### config.mk
export PLATFORM = sky130hd
export DESIGN_NAME = rstctl_port
export DESIGN_NICKNAME = d
export VERILOG_FILES = /design/src/rtl/rstctl_pkg.sv /design/src/rtl/rstctl_decode.sv /design/src/rtl/rstctl_regs.sv /design/src/rtl/rstctl_port.sv
export SDC_FILE = /design/constraint.sdc
export NUM_CORES = 1
export LEC_CHECK = 0
export BUFFER_PORTS_ARGS = -buffer_cell sky130_fd_sc_hd__clkbuf_2
export CAP_MARGIN = 25
export CORE_AREA = 2 2 39 41
export CTS_CLUSTER_SIZE = 12
export DETAILED_ROUTE_END_ITERATION = 8
export DIE_AREA = 0 0 41 43
export PLACE_DENSITY_LB_ADDON = 0.2
export RECOVER_POWER = 25
export SLEW_MARGIN = 20
export SYNTH_ARGS = -nofsm -noshare
export SYNTH_HDL_FRONTEND = slang
export SYNTH_SLANG_ARGS = --single-unit
### constraint.sdc
create_clock -name clk -period 1.9 [get_ports clk]
set_input_delay 0.19 -clock clk [delete_from_list [all_inputs] [get_ports clk]]
set_output_delay 0.19 -clock clk [all_outputs]
set_load 0.01 [all_outputs]
### src/rtl/rstctl_pkg.sv
package rstctl_pkg;

    localparam int unsigned DATA_W   = 8;
    localparam int unsigned ADDR_W   = 16;
    localparam int unsigned FULL_BIT = 3;
    localparam int unsigned SYS_BIT  = 1;
    localparam int unsigned TRIG_BIT = 2;

    localparam logic [DATA_W-1:0] KEEP_MASK =
        (DATA_W'(1) << FULL_BIT) | (DATA_W'(1) << SYS_BIT);

    typedef struct packed {
        logic [DATA_W-1:0] flags;
        logic              req;
    } rstctl_state_t;

endpackage

### src/rtl/rstctl_decode.sv
module rstctl_decode #(
    parameter int unsigned             ADDR_W    = 16,
    parameter logic [ADDR_W-1:0]       PORT_ADDR = 16'h0CF9
) (
    input  logic              port_sel,
    input  logic [ADDR_W-1:0] port_addr,
    input  logic              wr_en,
    output logic              wr_hit,
    output logic              rd_hit
);

    logic addr_match;

    always_comb begin
        addr_match = port_sel && (port_addr == PORT_ADDR);
        wr_hit     = addr_match && wr_en;
        rd_hit     = addr_match && !wr_en;
    end

endmodule

### src/rtl/rstctl_regs.sv
module rstctl_regs
    import rstctl_pkg::*;
(
    input  logic              clk,
    input  logic              rst_n,
    input  logic              wr_hit,
    input  logic [DATA_W-1:0] wr_data,
    output logic [DATA_W-1:0] flags_q,
    output logic              req_q
);

    rstctl_state_t state_d, state_q;

    always_comb begin
        state_d     = state_q;
        state_d.req = 1'b0;
        if (wr_hit) begin
            state_d.flags = wr_data & KEEP_MASK;
            state_d.req   = wr_data[TRIG_BIT];
        end
    end

    always_ff @(posedge clk or negedge rst_n) begin
        if (!rst_n) begin
            state_q <= '0;
        end else begin
            state_q <= state_d;
        end
    end

    assign flags_q = state_q.flags;
    assign req_q   = state_q.req;

    AST_REQ_FIRES: assert property (@(posedge clk) disable iff (!rst_n)
        (wr_hit && wr_data[TRIG_BIT]) |=> req_q);

    AST_REQ_CAUSED: assert property (@(posedge clk) disable iff (!rst_n)
        req_q |-> $past(wr_hit && wr_data[TRIG_BIT]));

    AST_FLAGS_HELD: assert property (@(posedge clk) disable iff (!rst_n)
        !wr_hit |=> $stable(flags_q));

    AST_FLAGS_LOAD: assert property (@(posedge clk) disable iff (!rst_n)
        wr_hit |=> (flags_q == ($past(wr_data) & KEEP_MASK)));

endmodule

### src/rtl/rstctl_port.sv
module rstctl_port
    import rstctl_pkg::*;
#(
    parameter logic [ADDR_W-1:0] PORT_ADDR = 16'h0CF9
) (
    input  logic              clk,
    input  logic              rst_n,
    input  logic              port_sel,
    input  logic [ADDR_W-1:0] port_addr,
    input  logic              wr_en,
    input  logic [DATA_W-1:0] wr_data,
    output logic [DATA_W-1:0] rd_data,
    output logic              rst_req
);

    logic              wr_hit;
    logic              rd_hit;
    logic [DATA_W-1:0] flags_q;

    rstctl_decode #(
        .ADDR_W    (ADDR_W),
        .PORT_ADDR (PORT_ADDR)
    ) u_decode (
        .port_sel  (port_sel),
        .port_addr (port_addr),
        .wr_en     (wr_en),
        .wr_hit    (wr_hit),
        .rd_hit    (rd_hit)
    );

    rstctl_regs u_regs (
        .clk     (clk),
        .rst_n   (rst_n),
        .wr_hit  (wr_hit),
        .wr_data (wr_data),
        .flags_q (flags_q),
        .req_q   (rst_req)
    );

    always_comb begin
        rd_data = rd_hit ? flags_q : '0;
    end

    AST_TRIG_NOT_KEPT: assert property (@(posedge clk) disable iff (!rst_n)
        rd_data[TRIG_BIT] == 1'b0);

    AST_NOSEL_NO_REQ: assert property (@(posedge clk) disable iff (!rst_n)
        !port_sel |=> !rst_req);

    AST_IDLE_READ_ZERO: assert property (@(posedge clk) disable iff (!rst_n)
        !(port_sel && !wr_en) |-> (rd_data == '0));

endmodule

Word-level counts from Yosys, hierarchy flattened
Cells that the tools add are included.
- register bits: 3
- input port bits: 28
- word-level logic and storage cells: 9
- eq/ne operators: 1
- mux-type cells: 2
- reduce and logical (&&, ||, !) cells: 4
- operator list (kind ; count):
    16-bit by 12-bit == test with 1-bit output (second input constant) ; 1
    4-bit 2-to-1 mux ; 1
    1-bit logical AND ; 3
    1-bit logical NOT ; 1
    1-bit 2-to-1 mux ; 1

Logic depth before layout (Yosys ltp)
Gate-level depths: netlist (run 1).
- depth after elaboration: 4
- depth in mapped cells: 4
- depth with buffers taken out: 4

By module
Synthesis (run 1) repeated with hierarchy kept, for this count alone.
- cell total of the unflattened synthesis: 30
- area total of the unflattened synthesis: 271.5 um2
- modules (own cells, without submodules) (module ; instances ; area each (um2) ; cells each):
    rstctl_regs ; 1 ; 153.9 ; 13
    rstctl_decode ; 1 ; 67.6 ; 9
    rstctl_port ; 1 ; 50.0 ; 8

Least setup slack after synthesis (run 1)
Ideal clock, no wire load.
- path type: input to register
- start: input port port_addr[9]
- end: register u_regs.state_q (netlist bit u_regs.flags_q[1])
- data arrival time: 1.420 ns
- path slack: 0.353 ns
- stages: 4
- library setup time: 0.127 ns
- cells stage by stage: or4b_4 nor4_4 nand4_2 mux2_1
- word-level cells in the longest chain between the ends: 3
- RTL lines (item ; line ; source):
    start: declaration ; rstctl_port.sv:9 ; input logic [ADDR_W-1:0] port_addr,
    16-bit by 12-bit == test with 1-bit output ; rstctl_decode.sv:15 ; addr_match = port_sel && (port_addr == PORT_ADDR);
    1-bit logical AND ; rstctl_decode.sv:15 ;
    1-bit logical AND ; rstctl_decode.sv:16 ; wr_hit = addr_match && wr_en;
    end signal: assignment ; rstctl_regs.sv:27 ; state_q <= state_d;
    end: declaration ; rstctl_regs.sv:12 ; rstctl_state_t state_d, state_q;
No other way between the ends.
A chain may end at the register's enable or synchronous reset.

Worst setup path after layout (run 1)
- start: input port port_addr[9]
- end: output port rd_data[1]
- word-level cells in the longest chain between the ends: 4
- RTL lines (item ; line ; source):
    16-bit by 12-bit == test with 1-bit output ; rstctl_decode.sv:15 ;
    1-bit logical AND ; rstctl_decode.sv:15 ;
    1-bit logical AND ; rstctl_decode.sv:17 ; rd_hit = addr_match && !wr_en;
    4-bit 2-to-1 mux ; rstctl_port.sv:41 ; rd_data = rd_hit ? flags_q : '0;
    end: declaration ; rstctl_port.sv:12 ; output logic [DATA_W-1:0] rd_data,
No other way between the ends.

==> results of run 1 <==
sequential cells by signal (all words and copies together), names as in the netlist:
| register | cells |
|---|---|
| u_regs.flags_q | 2 |
| u_regs.req_q | 1 |
power by group through the flow:
stage	clock network (W)	registers, W	logic (W)
after detailed placement	0	0.0000651	0.0000374
after CTS	0.000118	0.0000643	0.0000390
final	0.000111	0.0000643	0.0000386
after floorplan	0	0.0000651	0.0000214
after global placement	0	0.0000651	0.0000369
after global routing	0.000127	0.0000641	0.0000430
cell type report:
class / instances / area [µm²] / area share [%]
Multi-Input combinational cell: 20 / 168 / 39.3
Tap cell: 16 / 20.0 / 4.69
Timing Repair Buffer: 26 / 134 / 31.4
Clock buffer: 4 / 26.3 / 6.16
Inverter: 1 / 3.75 / 0.880
Sequential cell: 3 / 75.1 / 17.6
path summary, 6_finish.rpt:
path | slack, ns | startpoint | to | cells past startpoint
min in group asynchronous | 0.29 | rst_n | u_regs.flags_q[3] | 2
max in group asynchronous | 1.46 | rst_n | u_regs.req_q | 2
worst max-delay path | 0.15 | port_addr[9] | rd_data[1] | 6
worst min-delay path | 0.18 | wr_data[1] | u_regs.flags_q[1] | 2
worst max register to register | 1.14 | u_regs.flags_q[3] | u_regs.flags_q[3] | 1
worst min register to register | 0.48 | u_regs.flags_q[1] | u_regs.flags_q[1] | 1
Yosys cell counts:
cell,number
mux2_1,2
nand4_2,1
and4_2,1
conb_1,1
and4bb_2,1
dfrtp_1,3
inv_1,1
nor4b_1,1
nor3b_1,1
nand4_1,1
and3_2,1
nor4bb_1,1
or4b_4,1
buf_4,6
nor4_4,1
and2_1,2
logic make-up after synthesis:
family	synth area share, %
buffers and inverters	17.9
DFF	27.5
muxes	8.26
other	1.37
and+or+nand+nor	45.0
layer usage:
metal | up-vias | share of wire (%)
met4 | 0 | 1.8
met1 | 106 | 41
met5 | - | 0
li1 | 138 | -
met2 | 24 | 37
met3 | 2 | 20
per-stage QoR:
step | total power, W | area, µm² | cells | utilization [%]
2_1_floorplan | 0.0000865 | 292 | 30 | -
3_3_place_gp | 0.000102 | 392 | 65 | 28.3
3_5_place_dp | 0.000102 | 392 | 65 | 28.3
4_1_cts | 0.000221 | 428 | 70 | 30.9
5_1_grt | 0.000234 | 427 | 70 | 30.8
6_report | 0.000214 | 427 | 70 | 30.8
repair_timing:
action | CTS | global route
hold endpoints to repair | 3 | 0
gates resized for setup | 0 | 0
hold buffers | 1 | 0
critical path, cell delays in order:
cell	delay (ns)
clkbuf_2	0.08
or4b_4	0.54
nor4_4	0.27
and3_2	0.24
and2_1	0.12
clkbuf_2	0.12
==> out/qor.yml, run 1 <==
outcome:
  status: "completed"
sta:
  drv_slew: 0
  setup-tns-final_ns: 0
  fin_crit_sh_pct: 91.9
  setup_viol: 0
  rsz0062_at_grt: "no"
  clock_skew_ns: 0
  finalHoldViolCount: 0
  fmax_mhz: 573
  post-route-min-period_ns: 1.75
  setup_ws_ns: 0.153
  holdWs_ns: 0.175
global_routing:
  grt_overflow_total: 0
  grt_busiest_layer: "met2"
  antenna_found_initial: 0
  grt_max_degree: 4
  use_met2_pct: 10.0
  grt_pass1_wl_um: 869
  track_usage_pct: 7.53
  use_met3_pct: 3.66
  met1_usage_pct: 8.68
  grt_pass1_vias: 241
drt:
  antenna_left: 0
  drt-pass1-iter-count: 2
  drt-wirelength-per-cell_um: 8.09
  vias_per_cell: 3.86
  drcViolationCount: 0
  routed_wl_um: 566
  route.vias.total: 270
  drt_iter0_drc: 1
logic_synthesis:
  synthesis.area_um2: 273
  avgSynthCellArea_um2: 10.9
  synth_area_leaders: "dfrtp_1 (28%), buf_4 (17%), mux2_1 (8.3%), nor4_4 (7.8%), or4b_4 (5.0%)"
  synth_warnings: 0
  syn_inst: 25
  synth_top_area_share_pct: 27.5
  ys_types: 16
  ys_ff_latch: 3
  yosysSeqAreaShare_pct: 27.5
  synth_area_leader_cell: "dfrtp_1"
clock_tree:
  ctsHtreeMaxLevel: 1
  tritoncts: "done"
  clk_pin_slew_ns: 0.03
  cts_made_buffers: 3
  cts_root_buf: "clkbuf_4"
  clockBufferDepth: 2
  post_cts_buffers: 0
  clk_latency_ns: 0.23
  cts.sinks: 3
worst_setup_path:
  worstSetupPathType: "in2out"
  cp.required_ns: 1.71
  arrival_ns: 1.56
  startpoint_type: "input pin"
  end_kind: "output port"
  crit_fanout: 3
placement:
  gp_congestion: 0.577
  io_buffers: 25
  dp_worst_setup_slack_ns: 0.151
  dp_hpwl_um: 529
layout:
  layout_common_cells: "clkbuf_2 (24), conb_1 (6), clkbuf_4 (3), dfrtp_1 (3)"
  nets: 83
  syn_to_final_growth_pct: 56.4
  num_antenna_cells: 0
  layout-drive-gt1-share_pct: 61.1
  final_common_cell: "clkbuf_2"
  fillers: 156
pwr:
  power_switching_w: 0.0000500
  p_leak_nw: 0.247
  swShare_pct: 23.3
  ir_drop_v: 0.000125
  p_int_w: 0.000164
  pwr-share-clk_pct: 52.0
  p_seq_share_pct: 30.0
  powerDensity_mw_per_mm2: 502
  p_comb_share_pct: 18.0
min_path:
  min_path_type: "in2reg"
floorplan:
  coreArea_mm2: 0.00138
  start_util_pct: 19.7
  pin_count: 37
  die-area_mm2: 0.00176
  die-width_um: 41
  die_h_um: 43
  std_cell_rows: 14
run:
  drv_cap: 0
Note: power is estimated with default switching activity, not from simulation.
==> run 2: changes to the inputs <==
Settings changed: BUFFER_PORTS_ARGS -buffer_cell sky130_fd_sc_hd__clkbuf_2 to -buffer_cell sky130_fd_sc_hd__buf_2.
==> out/qor.yml, run 2 (same netlist as run 1, synthesis figures left out) <==
outcome:
  status: "completed"
floorplan:
  start_util_pct: 19.7
  die-area_mm2: 0.00176
  die_h_um: 43
  die-width_um: 41
  coreArea_mm2: 0.00138
  std_cell_rows: 14
  pin_count: 37
sta:
  setup_viol: 0
  clock_skew_ns: 0
  rsz0062_at_grt: "no"
  setup-tns-final_ns: 0
  finalHoldViolCount: 0
  fin_crit_sh_pct: 92.4
  fmax_mhz: 569
  drv_slew: 0
  post-route-min-period_ns: 1.76
clock_tree:
  ctsHtreeMaxLevel: 1
  holdBufCountCts: 1
  cts.sinks: 3
  cts_root_buf: "clkbuf_4"
  clockBufferDepth: 2
  post_cts_buffers: 0
  cts_made_buffers: 3
  clk_pin_slew_ns: 0.03
  tritoncts: "done"
  clk_latency_ns: 0.23
  cts_resized: 0
drt:
  route.vias.total: 264
  drcViolationCount: 0
  routed_wl_um: 567
  met1_length_um: 242
  vias_per_cell: 3.77
  drt_iter0_drc: 1
  dr_wl_met3_um: 103
  drt-wirelength-per-cell_um: 8.10
  met2_length_um: 204
  top_layer: "met4"
  antenna_left: 0
  drt-pass1-iter-count: 2
min_path:
  min_path_cells: 2
  min_path_type: "in2reg"
pwr:
  finalPower_w: 0.000214
  powerDensity_mw_per_mm2: 503
  swShare_pct: 23.4
  pwr-share-clk_pct: 52.1
  ir_drop_v: 0.000137
  p_int_w: 0.000164
  power_switching_w: 0.0000502
  p_comb_share_pct: 17.9
  p_leak_nw: 0.245
  p_seq_share_pct: 30.0
placement:
  io_buffers: 25
  dp_hpwl_um: 518
  gp_congestion: 0.563
layout:
  layout-drive-gt1-share_pct: 61.1
  largest_reg_flops: 2
  num_antenna_cells: 0
  syn_to_final_growth_pct: 56.4
  layout_common_cells: "buf_2 (24), conb_1 (6), clkbuf_4 (3), dfrtp_1 (3)"
  nets: 83
  final_common_cell: "buf_2"
global_routing:
  grt_pass1_wl_um: 841
  track_usage_pct: 7.63
  grt_pass1_vias: 244
  grt_max_degree: 4
  antenna_found_initial: 0
  grt_overflow_total: 0
worst_setup_path:
  cp.required_ns: 1.71
  end_kind: "output port"
  arrival_ns: 1.57
  startpoint_type: "input pin"
  crit_fanout: 3
  worstSetupPathType: "in2out"
  reg2reg_depth: 1
run:
  drv_cap: 0
-- run 2: cell types whose count changed in the layout (fill, tap and decap cells not counted) --
cell | before | now
buf_2 | 0 | 24
clkbuf_2 | 24 | 0
-- run 2: area by class of cell --
type,instances,area (µm²)
multi-input cells,20,168
fillers,149,957
repair buffers,26,134
inverters,1,3.75
clock buffers,4,26.3
well taps,16,20.0
flip-flops and latches,3,75.1
-- run 2: path summary, 6_finish.rpt --
path,startpoint,to,slack (ns)
max,port_addr[9],rd_data[1],0.14
max reg2reg,u_regs.flags_q[1],u_regs.flags_q[1],1.13
min in group asynchronous,rst_n,u_regs.flags_q[3],0.29
min reg2reg,u_regs.flags_q[3],u_regs.flags_q[3],0.48
max in group asynchronous,rst_n,u_regs.req_q,1.47
min,wr_data[1],u_regs.flags_q[1],0.18
-- run 2: power by group through the flow --
stage | combinational [W] | sequential, W | clock, W
finish | 0.0000383 | 0.0000643 | 0.000112
global route | 0.0000427 | 0.0000642 | 0.000126
CTS | 0.0000387 | 0.0000642 | 0.000118
detailed placement | 0.0000371 | 0.0000651 | 0
global placement | 0.0000368 | 0.0000651 | 0
floorplan | 0.0000214 | 0.0000651 | 0
-- run 2: metrics by stage --
stage / instances / area [µm²] / utilization [%] / hold slack, ns / worst slack [ns]
2_1_floorplan: 30 / 292 / - / -0.106 / 0.353
3_3_place_gp: 65 / 392 / 28.3 / -0.0106 / 0.145
3_5_place_dp: 65 / 392 / 28.3 / -0.0142 / 0.135
4_1_cts: 70 / 428 / 30.9 / 0.168 / 0.131
5_1_grt: 70 / 427 / 30.8 / 0.164 / 0.0603
6_report: 70 / 427 / 30.8 / 0.175 / 0.144
-- run 2: critical path: stages --
cell	delay, ns
buf_2	0.10
or4b_4	0.54
nor4_4	0.27
and3_2	0.24
and2_1	0.12
buf_2	0.12
-- run 2: routing by layer --
layer / up-vias / global-route usage [%]
met4: 0 / 8.00
li1: 138 / -
met3: 2 / 3.66
met1: 100 / 8.04
met2: 24 / 10.0
met5: - / 0
==> run 3: changes to the inputs <==
Settings changed: REMOVE_ABC_BUFFERS set to 1.
==> out/qor.yml, run 3 (same netlist as run 1, synthesis figures left out) <==
run:
  drv_cap: 0
clock_tree:
  cts_root_buf: "clkbuf_4"
  cts_resized: 0
  tritoncts: "done"
  ctsHtreeMaxLevel: 1
  cts.sinks: 3
  clk_pin_slew_ns: 0.03
  clockBufferDepth: 2
  cts_made_buffers: 3
  clk_latency_ns: 0.23
sta:
  post-route-min-period_ns: 1.73
  rsz0062_at_grt: "no"
  fmax_mhz: 577
  setup_viol: 0
  clock_skew_ns: 0
  drv_slew: 0
  setup-tns-final_ns: 0
  fin_crit_sh_pct: 91.3
  holdWs_ns: 0.178
  finalHoldViolCount: 0
drt:
  route.vias.total: 267
  drcViolationCount: 0
  antenna_left: 0
  drt_iter0_drc: 0
  drt-wirelength-per-cell_um: 8.09
  vias_per_cell: 3.81
  drt-pass1-iter-count: 1
  routed_wl_um: 566
floorplan:
  pin_count: 37
  die_h_um: 43
  die-area_mm2: 0.00176
  coreArea_mm2: 0.00138
  die-width_um: 41
  start_util_pct: 19.7
  std_cell_rows: 14
min_path:
  min_path_cells: 2
  min_path_type: "in2reg"
global_routing:
  grt_pass1_vias: 245
  grt_overflow_total: 0
  grt_pass1_wl_um: 876
  antenna_found_initial: 0
  grt_max_degree: 4
  track_usage_pct: 7.93
worst_setup_path:
  crit_family: "simple AND/OR/NAND/NOR gates"
  crit_chain: "buf_2 > or4b_4 > nor4_4 > and3_2 > and2_1 > buf_2"
  path_buf_inv: 2
  cpMaxStageDelayCell: "or4b_4"
  arrival_ns: 1.54
  startpoint_type: "input pin"
  worstSetupPathType: "in2out"
  crit_path_frequent_cell: "buf_2"
  critPathMaxStageDelay_ns: 0.53
  end_kind: "output port"
  reg2reg_depth: 1
  crit_fanout: 3
  cp.required_ns: 1.71
  worstSetupPathDepth: 6
pwr:
  p_seq_share_pct: 30.2
  ir_drop_v: 0.000133
  power_switching_w: 0.0000487
  powerDensity_mw_per_mm2: 499
  pwr-share-clk_pct: 51.8
  p_leak_nw: 0.245
  p_comb_share_pct: 18.0
  finalPower_w: 0.000213
  swShare_pct: 22.9
  p_int_w: 0.000164
layout:
  num_antenna_cells: 0
  syn_to_final_growth_pct: 56.4
  design_area_um2: 427
  nets: 83
  layout_common_cells: "buf_2 (24), conb_1 (6), clkbuf_4 (3), dfrtp_1 (3)"
  largest_reg_flops: 2
  final_common_cell: "buf_2"
  layout-drive-gt1-share_pct: 61.1
placement:
  dp_hpwl_um: 509
  io_buffers: 25
  dpl-instance-area_um2: 392
  gp_congestion: 0.609
outcome:
  status: "completed"
-- run 3: cell counts in the layout (fill, tap and decap cells not counted) --
Identical to the previous run, type by type.
-- run 3: through the flow --
stage / instances / setup slack, ns / util (%)
floorplan: 24 / 0.353 / -
global placement: 65 / 0.151 / 28.3
detailed placement: 65 / 0.150 / 28.3
CTS: 70 / 0.149 / 30.9
global route: 70 / 0.0336 / 30.8
finish: 70 / 0.165 / 30.8
-- run 3: power by group through the flow --
| stage | clock (W) | combinational (W) | sequential [W] |
|---|---|---|---|
| CTS | 0.000118 | 0.0000389 | 0.0000643 |
| finish | 0.000110 | 0.0000384 | 0.0000643 |
| global placement | 0 | 0.0000367 | 0.0000651 |
| global route | 0.000122 | 0.0000432 | 0.0000642 |
| floorplan | 0 | 0.0000122 | 0.0000651 |
| detailed placement | 0 | 0.0000372 | 0.0000651 |
-- run 3: routing by layer --
metal / GRT usage (%) / share of wire [%] / vias up
met5: 0 / 0 / -
met4: 10.0 / 0 / 0
met3: 1.57 / 16 / 0
met2: 10.9 / 45 / 22
met1: 8.36 / 39 / 107
li1: - / - / 138
-- run 3: repair_timing --
| action | 4_1_cts | 5_1_grt |
|---|---|---|
| hold buffers | 1 | 0 |
| hold endpoints to repair | 3 | 0 |
| buffers inserted | 0 | 0 |
-- run 3: worst paths after layout --
path                                    from                end  slack [ns]
setup / recovery                port_addr[9]         rd_data[1]        0.17
hold / removal                    wr_data[3]  u_regs.flags_q[3]        0.18
setup reg to reg           u_regs.flags_q[3]  u_regs.flags_q[3]        1.13
hold reg to reg            u_regs.flags_q[1]  u_regs.flags_q[1]        0.48
max in group asynchronous              rst_n  u_regs.flags_q[3]        1.46
min in group asynchronous              rst_n  u_regs.flags_q[1]        0.29
-- run 3: area by class of cell --
type	count	area [µm²]
inverters	1	3.75
fillers	147	957
well taps	16	20.0
flip-flops and latches	3	75.1
multi-input cells	20	168
repair buffers	26	134
clock buffers	4	26.3
